--- config.mk ---
export PLATFORM = sky130hd
export DESIGN_NAME = dual_issue_pair
export DESIGN_NICKNAME = d
export VERILOG_FILES = /design/src/rtl/dual_issue_pkg.sv /design/src/rtl/dual_issue_hazard.sv /design/src/rtl/dual_issue_route.sv /design/src/rtl/dual_issue_pair.sv
export SDC_FILE = /design/constraint.sdc
export NUM_CORES = 1
export LEC_CHECK = 0
export ABC_AREA = 1
export BUFFER_PORTS_ARGS = -buffer_cell sky130_fd_sc_hd__buf_2
export CAP_MARGIN = 10
export CORE_AREA = 3 3 40 42
export CTS_CLUSTER_DIAMETER = 40
export CTS_CLUSTER_SIZE = 30
export DETAILED_ROUTE_END_ITERATION = 16
export DIE_AREA = 0 0 43 45
export GPL_TIMING_DRIVEN = 0
export HOLD_SLACK_MARGIN = 0.05
export PLACE_DENSITY = 0.86
export SLEW_MARGIN = 20
export SYNTH_ARGS = -nofsm -noshare
export SYNTH_HDL_FRONTEND = slang
export SYNTH_HIERARCHICAL = 1
export SYNTH_SLANG_ARGS = --single-unit
export TNS_END_PERCENT = 20
--- constraint.sdc ---
create_clock -name clk -period 2 [get_ports clk]
set_input_delay 0.4 -clock clk [delete_from_list [all_inputs] [get_ports clk]]
set_output_delay 0.4 -clock clk [all_outputs]
set_load 0.02 [all_outputs]
--- src/rtl/dual_issue_pkg.sv ---
package dual_issue_pkg;

    typedef enum logic [1:0] {
        PIPE_ANY  = 2'd0,
        PIPE_U    = 2'd1,
        PIPE_V    = 2'd2,
        PIPE_U_X  = 2'd3
    } pipe_cls_e;

    typedef struct packed {
        logic       to_u;
        logic       to_v;
        logic [1:0] taken;
    } issue_t;

    localparam issue_t ISSUE_NONE = '{to_u: 1'b0, to_v: 1'b0, taken: 2'd0};

    // Class may execute in pipe V.
    function automatic logic fits_v(input logic [1:0] cls);
        return (cls == PIPE_ANY) || (cls == PIPE_V);
    endfunction

    // Class may execute in pipe U.
    function automatic logic fits_u(input logic [1:0] cls);
        return cls != PIPE_V;
    endfunction

endpackage

--- src/rtl/dual_issue_hazard.sv ---
module dual_issue_hazard #(
    parameter int RW    = 3,
    parameter int NSRC  = 2,
    parameter int LANES = 4
) (
    input  logic [RW-1:0]      old_dst,
    input  logic [LANES-1:0]   old_wmask,
    input  logic [NSRC*RW-1:0] yng_src,
    input  logic [NSRC-1:0]    yng_src_en,
    input  logic [RW-1:0]      yng_dst,
    input  logic [LANES-1:0]   yng_wmask,
    output logic               raw,
    output logic               waw,
    output logic               part
);
    logic [NSRC-1:0] src_hit;
    logic            old_writes;
    logic            yng_writes;
    logic            same_dst;
    logic            lane_overlap;

    assign old_writes = |old_wmask;
    assign yng_writes = |yng_wmask;

    for (genvar i = 0; i < NSRC; i++) begin : g_src
        assign src_hit[i] = yng_src_en[i] && old_writes &&
                            (yng_src[i*RW +: RW] == old_dst);
    end

    assign raw          = |src_hit;
    assign same_dst     = old_writes && yng_writes && (old_dst == yng_dst);
    assign lane_overlap = |(old_wmask & yng_wmask);
    assign waw          = same_dst && lane_overlap;
    assign part         = same_dst && !lane_overlap;

endmodule

--- src/rtl/dual_issue_route.sv ---
module dual_issue_route
    import dual_issue_pkg::*;
(
    input  logic       stall,
    input  logic       old_valid,
    input  logic [1:0] old_cls,
    input  logic       old_solo,
    input  logic       yng_valid,
    input  logic [1:0] yng_cls,
    input  logic       yng_solo,
    input  logic       blocked,
    output issue_t     nxt
);
    logic pair_ok;

    assign pair_ok = yng_valid && !old_solo && !yng_solo && !blocked &&
                     fits_u(old_cls) && fits_v(yng_cls);

    always_comb begin
        nxt = ISSUE_NONE;
        if (!stall && old_valid) begin
            if (!fits_u(old_cls)) begin
                nxt.to_v  = 1'b1;
                nxt.taken = 2'd1;
            end else if (pair_ok) begin
                nxt.to_u  = 1'b1;
                nxt.to_v  = 1'b1;
                nxt.taken = 2'd2;
            end else begin
                nxt.to_u  = 1'b1;
                nxt.taken = 2'd1;
            end
        end
    end

endmodule

--- src/rtl/dual_issue_pair.sv ---
module dual_issue_pair
    import dual_issue_pkg::*;
#(
    parameter int NREGS = 8,
    parameter int NSRC  = 2,
    parameter int LANES = 4,
    localparam int RW   = $clog2(NREGS)
) (
    input  logic               clk,
    input  logic               rst,
    input  logic               stall,
    input  logic               o_valid,
    input  logic [NSRC*RW-1:0] o_src,
    input  logic [NSRC-1:0]    o_src_en,
    input  logic [RW-1:0]      o_dst,
    input  logic [LANES-1:0]   o_wmask,
    input  logic [1:0]         o_cls,
    input  logic               o_solo,
    input  logic               y_valid,
    input  logic [NSRC*RW-1:0] y_src,
    input  logic [NSRC-1:0]    y_src_en,
    input  logic [RW-1:0]      y_dst,
    input  logic [LANES-1:0]   y_wmask,
    input  logic [1:0]         y_cls,
    input  logic               y_solo,
    output logic               issue_u,
    output logic               issue_v,
    output logic [1:0]         consumed
);
    logic   hz_raw;
    logic   hz_waw;
    logic   hz_part;
    issue_t nxt;
    issue_t q;

    // Older sources are unused here; they matter only to later stages.
    logic unused_old_src;
    assign unused_old_src = ^{o_src, o_src_en};

    dual_issue_hazard #(.RW(RW), .NSRC(NSRC), .LANES(LANES)) u_hazard (
        .old_dst    (o_dst),
        .old_wmask  (o_wmask),
        .yng_src    (y_src),
        .yng_src_en (y_src_en),
        .yng_dst    (y_dst),
        .yng_wmask  (y_wmask),
        .raw        (hz_raw),
        .waw        (hz_waw),
        .part       (hz_part)
    );

    dual_issue_route u_route (
        .stall     (stall),
        .old_valid (o_valid),
        .old_cls   (o_cls),
        .old_solo  (o_solo),
        .yng_valid (y_valid),
        .yng_cls   (y_cls),
        .yng_solo  (y_solo),
        .blocked   (hz_raw || hz_waw || hz_part),
        .nxt       (nxt)
    );

    always_ff @(posedge clk) begin
        if (rst) q <= ISSUE_NONE;
        else     q <= nxt;
    end

    assign issue_u  = q.to_u;
    assign issue_v  = q.to_v;
    assign consumed = q.taken;

    AST_STALL_IDLE: assert property (@(posedge clk) disable iff (rst)
        stall |=> (!issue_u && !issue_v)) else $error("stall leak");
    AST_NO_OLDER: assert property (@(posedge clk) disable iff (rst)
        !o_valid |=> (consumed == 2'd0)) else $error("issue without older");
    AST_RAW_SPLIT: assert property (@(posedge clk) disable iff (rst)
        hz_raw |=> (consumed != 2'd2)) else $error("paired across flow dep");
    AST_WAW_SPLIT: assert property (@(posedge clk) disable iff (rst)
        hz_waw |=> (consumed != 2'd2)) else $error("paired across output dep");
    AST_PART_SPLIT: assert property (@(posedge clk) disable iff (rst)
        hz_part |=> (consumed != 2'd2)) else $error("paired partial write");
    AST_SOLO_SPLIT: assert property (@(posedge clk) disable iff (rst)
        (o_solo || y_solo) |=> (consumed != 2'd2)) else $error("never-pair paired");
    AST_VONLY_OLDER: assert property (@(posedge clk) disable iff (rst)
        (!stall && o_valid && o_cls == 2'd2) |=> (issue_v && !issue_u)) else $error("V-only older misrouted");
    AST_COUNT_MATCH: assert property (@(posedge clk) disable iff (rst)
        consumed == ({1'b0, issue_u} + {1'b0, issue_v})) else $error("count mismatch");

endmodule

==> run metrics, run 1 <==
status completed; commonest cells after routing, fill and taps aside sky130_fd_sc_hd__buf_2, sky130_fd_sc_hd__nand2_1, sky130_fd_sc_hd__inv_1; total wire length 1.07 mm; type of the worst setup path input port to flip-flop; clock buffer depth 2; Distinct cells, synth 18; Lkg Pwr 0.444 nW; crit path setup slack, layout 0.628 ns; crit path capture type flip-flop; number of top-level pins 45; crit share post-route 0.686; core area 1280 um2; switch share 0.301; Yosys top cell area share 0.226; Post-Syn Area 482 um2; nature of the critical path startpoint input port; crit path time final 1.37 ns; std cell rows 13; Area Overhead vs Synth 44.9%; via total after detailed routing 615; number of buffers inserted by post-CTS setup repair 0; layout net count 172; clock tree from TritonCTS built; max-slew violations 0; top cells by area in the synthesized netlist sky130_fd_sc_hd__nand2_1, sky130_fd_sc_hd__dfxtp_1, sky130_fd_sc_hd__inv_1; total inserted antenna cells 0; number of antenna violations at the first check in global routing 0; unrepaired setup endpoints after global routing no; synthesized area per cell 5.29 um2; total setup violations reported at the end of the flow 0; met1 layer wirelength in the final routing 336 um; dpl hpwl 1.04 mm; maximum number of pins on one net before global-route repair 6; count of input and output buffers 35; post-placement cell area 676 um2; final routed DRC violation total 0; number of violations of the max-capacitance limit 0; Routability Congestion 0.708; clk sinks 4; area leader, netlist sky130_fd_sc_hd__nand2_1; most common cell after layout, fill and taps aside sky130_fd_sc_hd__buf_2; detailed-route wire length per cell 7.42 um; Fin. Hold Viols 0; Worst Hold Slack 0.373 ns; power density normalized to cell area 404 nW/um2; Final Non-Filler Cells 144; number of cells produced by synthesis 91; crit-path max cell delay 0.17 ns; height of the die 45 um; number of detailed-routing iterations run before antenna repair 2; combinational cell fraction of total power 0.370; number of filler instances in the final layout 138; Post-CTS Hold Buffers 0; Detailed Route Iter0 Violations 1; worst-case headroom to the max-slew limit 0.880; total clock buffers created by CTS 3; vias in the first global route 519; GRT Util Overall 0.113; slowest CP cell sky130_fd_sc_hd__nor2_1; layout cells sized above 1 0.403; setup tns final 0 ns; maximum net fanout on the critical path 3; H-tree levels 1; number of instances in the placed design 141; effective utilization at floorplan 0.375; cell-by-cell trace of the critical path buf_2, nor2_1, nand2_1, nand3_2, nor3_1, nor2_1, nand2_1, inv_1, nand2_2, nor2_4, nand3_2, nand2_2, inv_1, nor2_1; per-cell via count in the routed design 4.27; finished layout cell area 698 um2; first-pass GRT wire length 1.66 mm; master cell of the clock root buffer sky130_fd_sc_hd__clkbuf_4; post-CTS resize count 0; class of the tightest hold or removal check input port to flip-flop; WL met3 55 um; Fmax 729 MHz; number of nets produced by synthesis 132; Least-Margin Pin Slew 0.179 ns; largest voltage drop on the vdd net 0.122 mV; Crit path arrival time 1.54 ns; clock slew seen by the registers of the worst setup and hold paths 0.04 ns; P_int 0.000197 W; fraction of the yosys area taken by sequential cells 0.166; synthesis warning total 6; die area 1940 um2; Max Used Layer met3; dpl ws 0.374 ns; number of register bits inferred by synthesis 4; Antenna Nets Post-Route 0; Sequential Power Share 0.293; part of the power in the clock network 0.337; die width 43 um; required time at the worst-slack endpoint 2.17 ns; sum of overflow across all layers after global routing 0; cell repeated most along the worst path sky130_fd_sc_hd__nor2_1; wire length on met2 675 um; Sw Pwr 0.0000848 W
metal layers:
layer,vias to the layer above,global-route usage
met3,0,0.0120
met1,261,0.0839
met4,0,0.0723
met2,16,0.257
met5,-,0
li1,338,-
cells in the mapped netlist (all sizes together):
cell and instances:
a21boi 1, o21ai 1, nand2 33, xnor2 1, clkinv 1, dfxtp 4, xor2 1, a21oi 2
nor2 17, nor3 2, inv 23, nand3 5
worst max-delay path, delay by kind of cell:
kind / cells / cell delay (ns)
AND/OR/NAND/NOR: 11 / 0.91
buffers and inverters: 3 / 0.20
power by group through the flow:
stage	Clock, W	Combinational (W)	Sequential [W]
finish	0.0000951	0.000104	0.0000827
global route	0.000102	0.000118	0.0000829
CTS	0.000101	0.000106	0.0000827
detailed placement	0	0.000106	0.0000839
global placement	0	0.000101	0.0000839
floorplan	0	0.0000556	0.0000867
through the flow:
stage / total power, W / util
final: 0.000282 / 0.543
after global routing: 0.000302 / 0.543
after CTS: 0.000289 / 0.543
after detailed placement: 0.000189 / 0.526
after global placement: 0.000185 / 0.526
after floorplan: 0.000142 / -
worst paths after layout:
| path | startpoint | cells past startpoint | slack (ns) | endpoint |
|---|---|---|---|---|
| hold / removal | rst | 2 | 0.37 | consumed[0] |
| setup / recovery | o_wmask[0] | 14 | 0.63 | issue_v |
registers in the layout (all words and copies together), names as in the netlist:
signal    cells
issue_u       1
consumed      2
issue_v       1
cell families (layout without fill, tap and decap cells):
family	count (synthesis)	in the layout	share of synthesized area
buffers and inverters	24	62	0.187
AOI/OAI and AO/OA	4	4	0.0545
DFF	4	4	0.166
and+or+nand+nor	57	57	0.556
xor gates and xnor gates	2	2	0.0364
layout make-up:
cell class	instances	area, um2	area share
clock buffer	3	22.5	0.0323
sequential	4	80.1	0.115
multi-input combinational	63	312	0.446
tap	15	18.8	0.0269
timing repair buffer	35	175	0.251
inverter	24	90.1	0.129
No activity file was read; power rests on OpenSTA's default activity.
==> run 2: changes to the inputs <==
- CORE_AREA: 3 3 40 42 -> default
- CORE_MARGIN: default -> 3
- CORE_UTILIZATION: default -> 32
- DIE_AREA: 0 0 43 45 -> default
- PLACE_DENSITY: 0.86 -> 0.81
- clock period: 2 -> 1.2 ns (I/O delays scaled with it)
==> run metrics, run 2 (synthesis gave the netlist of run 1 again) <==
status completed; number of detailed-routing iterations run before antenna repair 3 (+1); clock tree from TritonCTS built; Multi-input gate area 329 um2 (+5.6%); per-cell via count in the routed design 4.10 (-4.1%); max-slew violations 0 (unchanged); Sequential Power Share 0.280 (-0.013); post-layout total power 0.000492 W (+75%); Routability Congestion 0.758 (+7.0%); power density normalized to cell area 671 nW/um2 (+66%); type of the worst setup path input port to flip-flop; final routed DRC violation total 0 (unchanged); first-pass GRT wire length 1.61 mm (-2.9%); nature of the critical path startpoint input port; commonest cells after routing, fill and taps aside sky130_fd_sc_hd__buf_2, sky130_fd_sc_hd__nand2_1, sky130_fd_sc_hd__inv_1; Post-CTS Hold Buffers 0 (unchanged); unrepaired setup endpoints after global routing yes; layout cells sized above 1 0.442 (+0.0388); height of the die 44.8 um (-0.44%); die width 44.8 um (+4.2%); number of antenna violations at the first check in global routing 0 (unchanged); count of input and output buffers 35 (unchanged); clock buffer depth 2 (unchanged); class of the tightest hold or removal check input port to flip-flop; Sw Pwr 0.000155 W (+82%); clk sinks 4 (unchanged); effective utilization at floorplan 0.357 (-0.0181); crit path setup slack, layout 0.0746 ns (-0.554 ns); sum of overflow across all layers after global routing 0 (unchanged); dpl hpwl 979 um (-5.8%); maximum net fanout on the critical path 3 (unchanged); Detailed Route Iter0 Violations 2 (+1); Fmax 889 MHz; Antenna Nets Post-Route 0 (unchanged); total wire length 1.12 mm (+4.4%); buffer and inverter count on the worst path 3 (unchanged); via total after detailed routing 590 (-4.1%); total setup violations reported at the end of the flow 0 (unchanged); Area Overhead vs Synth 52.2%; Fin. Hold Viols 0 (unchanged); GRT Util Overall 0.106 (-0.00740); switch share 0.314 (+0.0133); master cell of the clock root buffer sky130_fd_sc_hd__clkbuf_4; core area 1350 um2 (+5.1%); crit-path max cell delay 0.13 ns (-0.04 ns); Reg area 80.1 um2 (unchanged); combinational cell fraction of total power 0.383 (+0.013); final core area utilization 0.543 (about the same); critical path's top delay family simple AND/OR/NAND/NOR gates; Least-Margin Pin Slew 0.154 ns (-0.0250 ns); maximum number of pins on one net before global-route repair 6 (unchanged); layout net count 172 (unchanged); detailed-route wire length per cell 7.74 um (+4.4%); crit path time final 1.13 ns; crit path capture type flip-flop; most common cell after layout, fill and taps aside sky130_fd_sc_hd__buf_2; P_int 0.000338 W (+71%); die area 2010 um2 (+3.7%); number of buffers inserted by post-CTS setup repair 0 (unchanged); worst-case headroom to the max-slew limit 0.897 (+0.0170); Lkg Pwr 0.450 nW (+1.3%); Crit path arrival time 1.30 ns (-0.24 ns); std cell rows 13 (unchanged); vias in the first global route 487 (-6.2%); required time at the worst-slack endpoint 1.37 ns (-0.80 ns); number of top-level pins 45 (unchanged); number of filler instances in the final layout 141 (+2.2%); largest voltage drop on the vdd net 0.338 mV (+180%); flip-flop count of the largest register after layout 2 (unchanged); part of the power in the clock network 0.337 (about the same); slowest CP cell sky130_fd_sc_hd__nor2_4; cell-by-cell trace of the critical path buf_2, nor2_4, a21boi_1, nand3_1, nand2_1, nor2_1, nand2_1, inv_1, nand2_2, nor2_4, nand3_2, nand2_2, inv_1, nor2_1; crit share post-route 0.938; total clock buffers created by CTS 3 (unchanged); number of violations of the max-capacitance limit 0 (unchanged); total inserted antenna cells 0 (unchanged); dpl ws -0.216 ns (-0.589 ns); clock slew seen by the registers of the worst setup and hold paths 0.04 ns (about the same); H-tree levels 1 (unchanged)
==> run 2: cell counts in the layout (fill, tap and decap cells not counted) <==
Identical to the previous run, type by type.
==> run 2: final timing paths <==
kind	start	to	slack [ns]	cells past startpoint
max	o_wmask[0]	issue_v	0.07	14
min	rst	consumed[1]	0.20	2
==> run 2: what timing repair did <==
action	in CTS	in global routing
setup endpoints to repair	0	3
hold endpoints to repair	0	0
gates resized for setup	0	13
==> run 2: through the flow <==
stage	hold slack, ns	std cells	instance area, um2	setup TNS, ns
6_report	0.202	144	733	0
5_1_grt	0.207	144	733	-0.128
4_1_cts	0.196	144	703	0
3_5_place_dp	0.447	141	681	-0.562
3_3_place_gp	0.441	141	681	-0.478
2_1_floorplan	0.311	91	487	0
==> run 2: layout make-up <==
cell class	count	share of cell area
timing repair buffer	35	0.259
clock buffer	3	0.0307
multi-input combinational	63	0.449
inverter	24	0.126
tap	15	0.0256
sequential	4	0.109
==> run 2: power by group through the flow <==
stage | Sequential [W] | Clock [W] | Combinational [W]
2_1_floorplan | 0.000145 | 0 | 0.0000933
3_3_place_gp | 0.000140 | 0 | 0.000172
3_5_place_dp | 0.000140 | 0 | 0.000177
4_1_cts | 0.000138 | 0.000174 | 0.000177
5_1_grt | 0.000138 | 0.000180 | 0.000212
6_report | 0.000138 | 0.000166 | 0.000188
==> run 2: layer usage <==
layer  share of wire  vias up  global-route usage
met4               0        0              0.0351
met1            0.40      236               0.118
met5               0        -                   0
met3           0.065        0              0.0398
li1                -      337                   -
met2            0.53       17               0.183
==> run 3: changes to the inputs <==
- RECOVER_POWER: default -> 50
- REMOVE_ABC_BUFFERS: default -> 1
==> run metrics, run 3 (synthesis gave the netlist of run 1 again) <==
most common cell after layout, fill and taps aside sky130_fd_sc_hd__buf_2; status completed; total wire length 1.30 mm (+17%); startpoint of the worst setup timing path o_wmask[0]; count of input and output buffers 35 (unchanged); number of top-level pins 45 (unchanged); total inserted antenna cells 0 (unchanged); master cell of the clock root buffer sky130_fd_sc_hd__clkbuf_4; Cells on Worst Hold Path 2 (unchanged); crit share post-route 0.960 (+0.0222); max-slew violations 0 (unchanged); met1 layer wirelength in the final routing 454 um (+0.67%); unrepaired setup endpoints after global routing yes; number of filler instances in the final layout 147 (+4.3%); Min-Delay Startpoint rst; required time at the worst-slack endpoint 1.37 ns (about the same); cell-by-cell trace of the critical path buf_2, nor2_4, nand2_1, nand3_2, nor3_1, nor2_1, nand2_1, inv_1, nand2_2, nor2_4, nand3_2, nand2_2, inv_1, nor2_1; die area 2010 um2 (unchanged); std cell rows 13 (unchanged); clock buffer depth 2 (unchanged); H-tree levels 1 (unchanged); Worst Hold Slack 0.202 ns (-0.000782 ns); power density normalized to cell area 681 nW/um2 (+1.5%); Fin. Hold Viols 0 (unchanged); Lkg Pwr 0.448 nW (-0.61%); Max Used Layer met4; Fmax 868 MHz (-2.3%); type of the worst setup path input port to flip-flop; final core area utilization 0.548 (+0.00463); slowest CP cell sky130_fd_sc_hd__nor2_4; Crit path arrival time 1.32 ns (+0.02 ns); final routed DRC violation total 0 (unchanged); number of antenna violations at the first check in global routing 0 (unchanged); layout net count 172 (unchanged); core area 1350 um2 (unchanged); Post-CTS Hold Buffers 0 (unchanged); setup tns final 0 ns (unchanged); clk sinks 4 (unchanged); height of the die 44.8 um (unchanged); crit path capture type flip-flop; die width 44.8 um (unchanged); critical path's top delay family simple AND/OR/NAND/NOR gates; number of violations of the max-capacitance limit 0 (unchanged); Detailed Route Iter0 Violations 4 (+2); clock slew seen by the registers of the worst setup and hold paths 0.03 ns (about the same); post-placement cell area 676 um2 (-0.74%); effective utilization at floorplan 0.357 (unchanged); WL met3 89 um (+22%); Stages on worst setup path 14 (unchanged); detailed-route wire length per cell 9.05 um (+17%); clock tree from TritonCTS built; Least-Margin Pin Slew 0.253 ns (+0.0992 ns); class of the tightest hold or removal check input port to flip-flop; crit path time final 1.15 ns (+0.0267 ns); via total after detailed routing 633 (+7.3%); wire length on met2 734 um (+25%); per-cell via count in the routed design 4.40 (+7.3%); flip-flop count of the largest register after layout 2 (unchanged); crit-path max cell delay 0.13 ns (about the same); vias in the first global route 548 (+13%); buffer and inverter count on the worst path 3 (unchanged); nature of the critical path startpoint input port; layout cells sized above 1 0.434 (-0.00775); finished layout cell area 739 um2 (+0.85%); Routability Congestion 0.740 (-2.3%); total setup violations reported at the end of the flow 0 (unchanged); Area Overhead vs Synth 53.5%; dpl hpwl 1.12 mm (+14%); maximum number of pins on one net before global-route repair 6 (unchanged); total clock buffers created by CTS 3 (unchanged); commonest cells after routing, fill and taps aside sky130_fd_sc_hd__buf_2, sky130_fd_sc_hd__nand2_1, sky130_fd_sc_hd__inv_1; sum of overflow across all layers after global routing 0 (unchanged); number of detailed-routing iterations run before antenna repair 4 (+1); Antenna Nets Post-Route 0 (unchanged); maximum net fanout on the critical path 3 (unchanged); GRT Util Overall 0.134 (+0.0286); worst-case headroom to the max-slew limit 0.832 (-0.0653); first-pass GRT wire length 1.95 mm (+21%); largest voltage drop on the vdd net 0.234 mV (-31%)
==> run 3: report_power, final <==
group / leakage, nW / internal (W) / switching, W
Clock: 0.0138 / 0.000112 / 0.0000602
Combinational: 0.401 / 0.0000899 / 0.000103
Sequential: 0.0325 / 0.000137 / 0.000000923
==> run 3: layer usage <==
metal	vias to the layer above	global-route usage
met4	0	0.105
met5	-	0
met3	3	0.0120
met1	268	0.135
li1	339	-
met2	23	0.249
==> run 3: area by class of cell <==
type	instances	area, um2	share of cell area
well taps	15	18.8	0.0254
clock buffers	3	22.5	0.0305
inverters	24	92.6	0.125
repair buffers	35	189	0.255
multi-input cells	63	337	0.455
flip-flops and latches	4	80.1	0.108
==> run 3: metrics by stage <==
step                      instances  power (W)  setup slack [ns]
after floorplan                  91   0.000237          -0.00507
final                           144   0.000504            0.0480
after global routing            144   0.000542           -0.0723
after CTS                       144   0.000499            0.0127
after detailed placement        141   0.000317            -0.298
after global placement          141   0.000309            -0.229
==> run 3: path summary, 6_finish.rpt <==
| check | to | slack [ns] |
|---|---|---|
| worst max-delay path | issue_v | 0.05 |
| worst min-delay path | consumed[1] | 0.20 |
==> run 3: timing repair <==
item / in CTS / in global routing
buffers inserted: 0 / 0
hold endpoints to repair: 0 / 0
endpoints found under the setup margin: 2 / 3
pin swaps: 0 / 3
gates resized for setup: 4 / 11
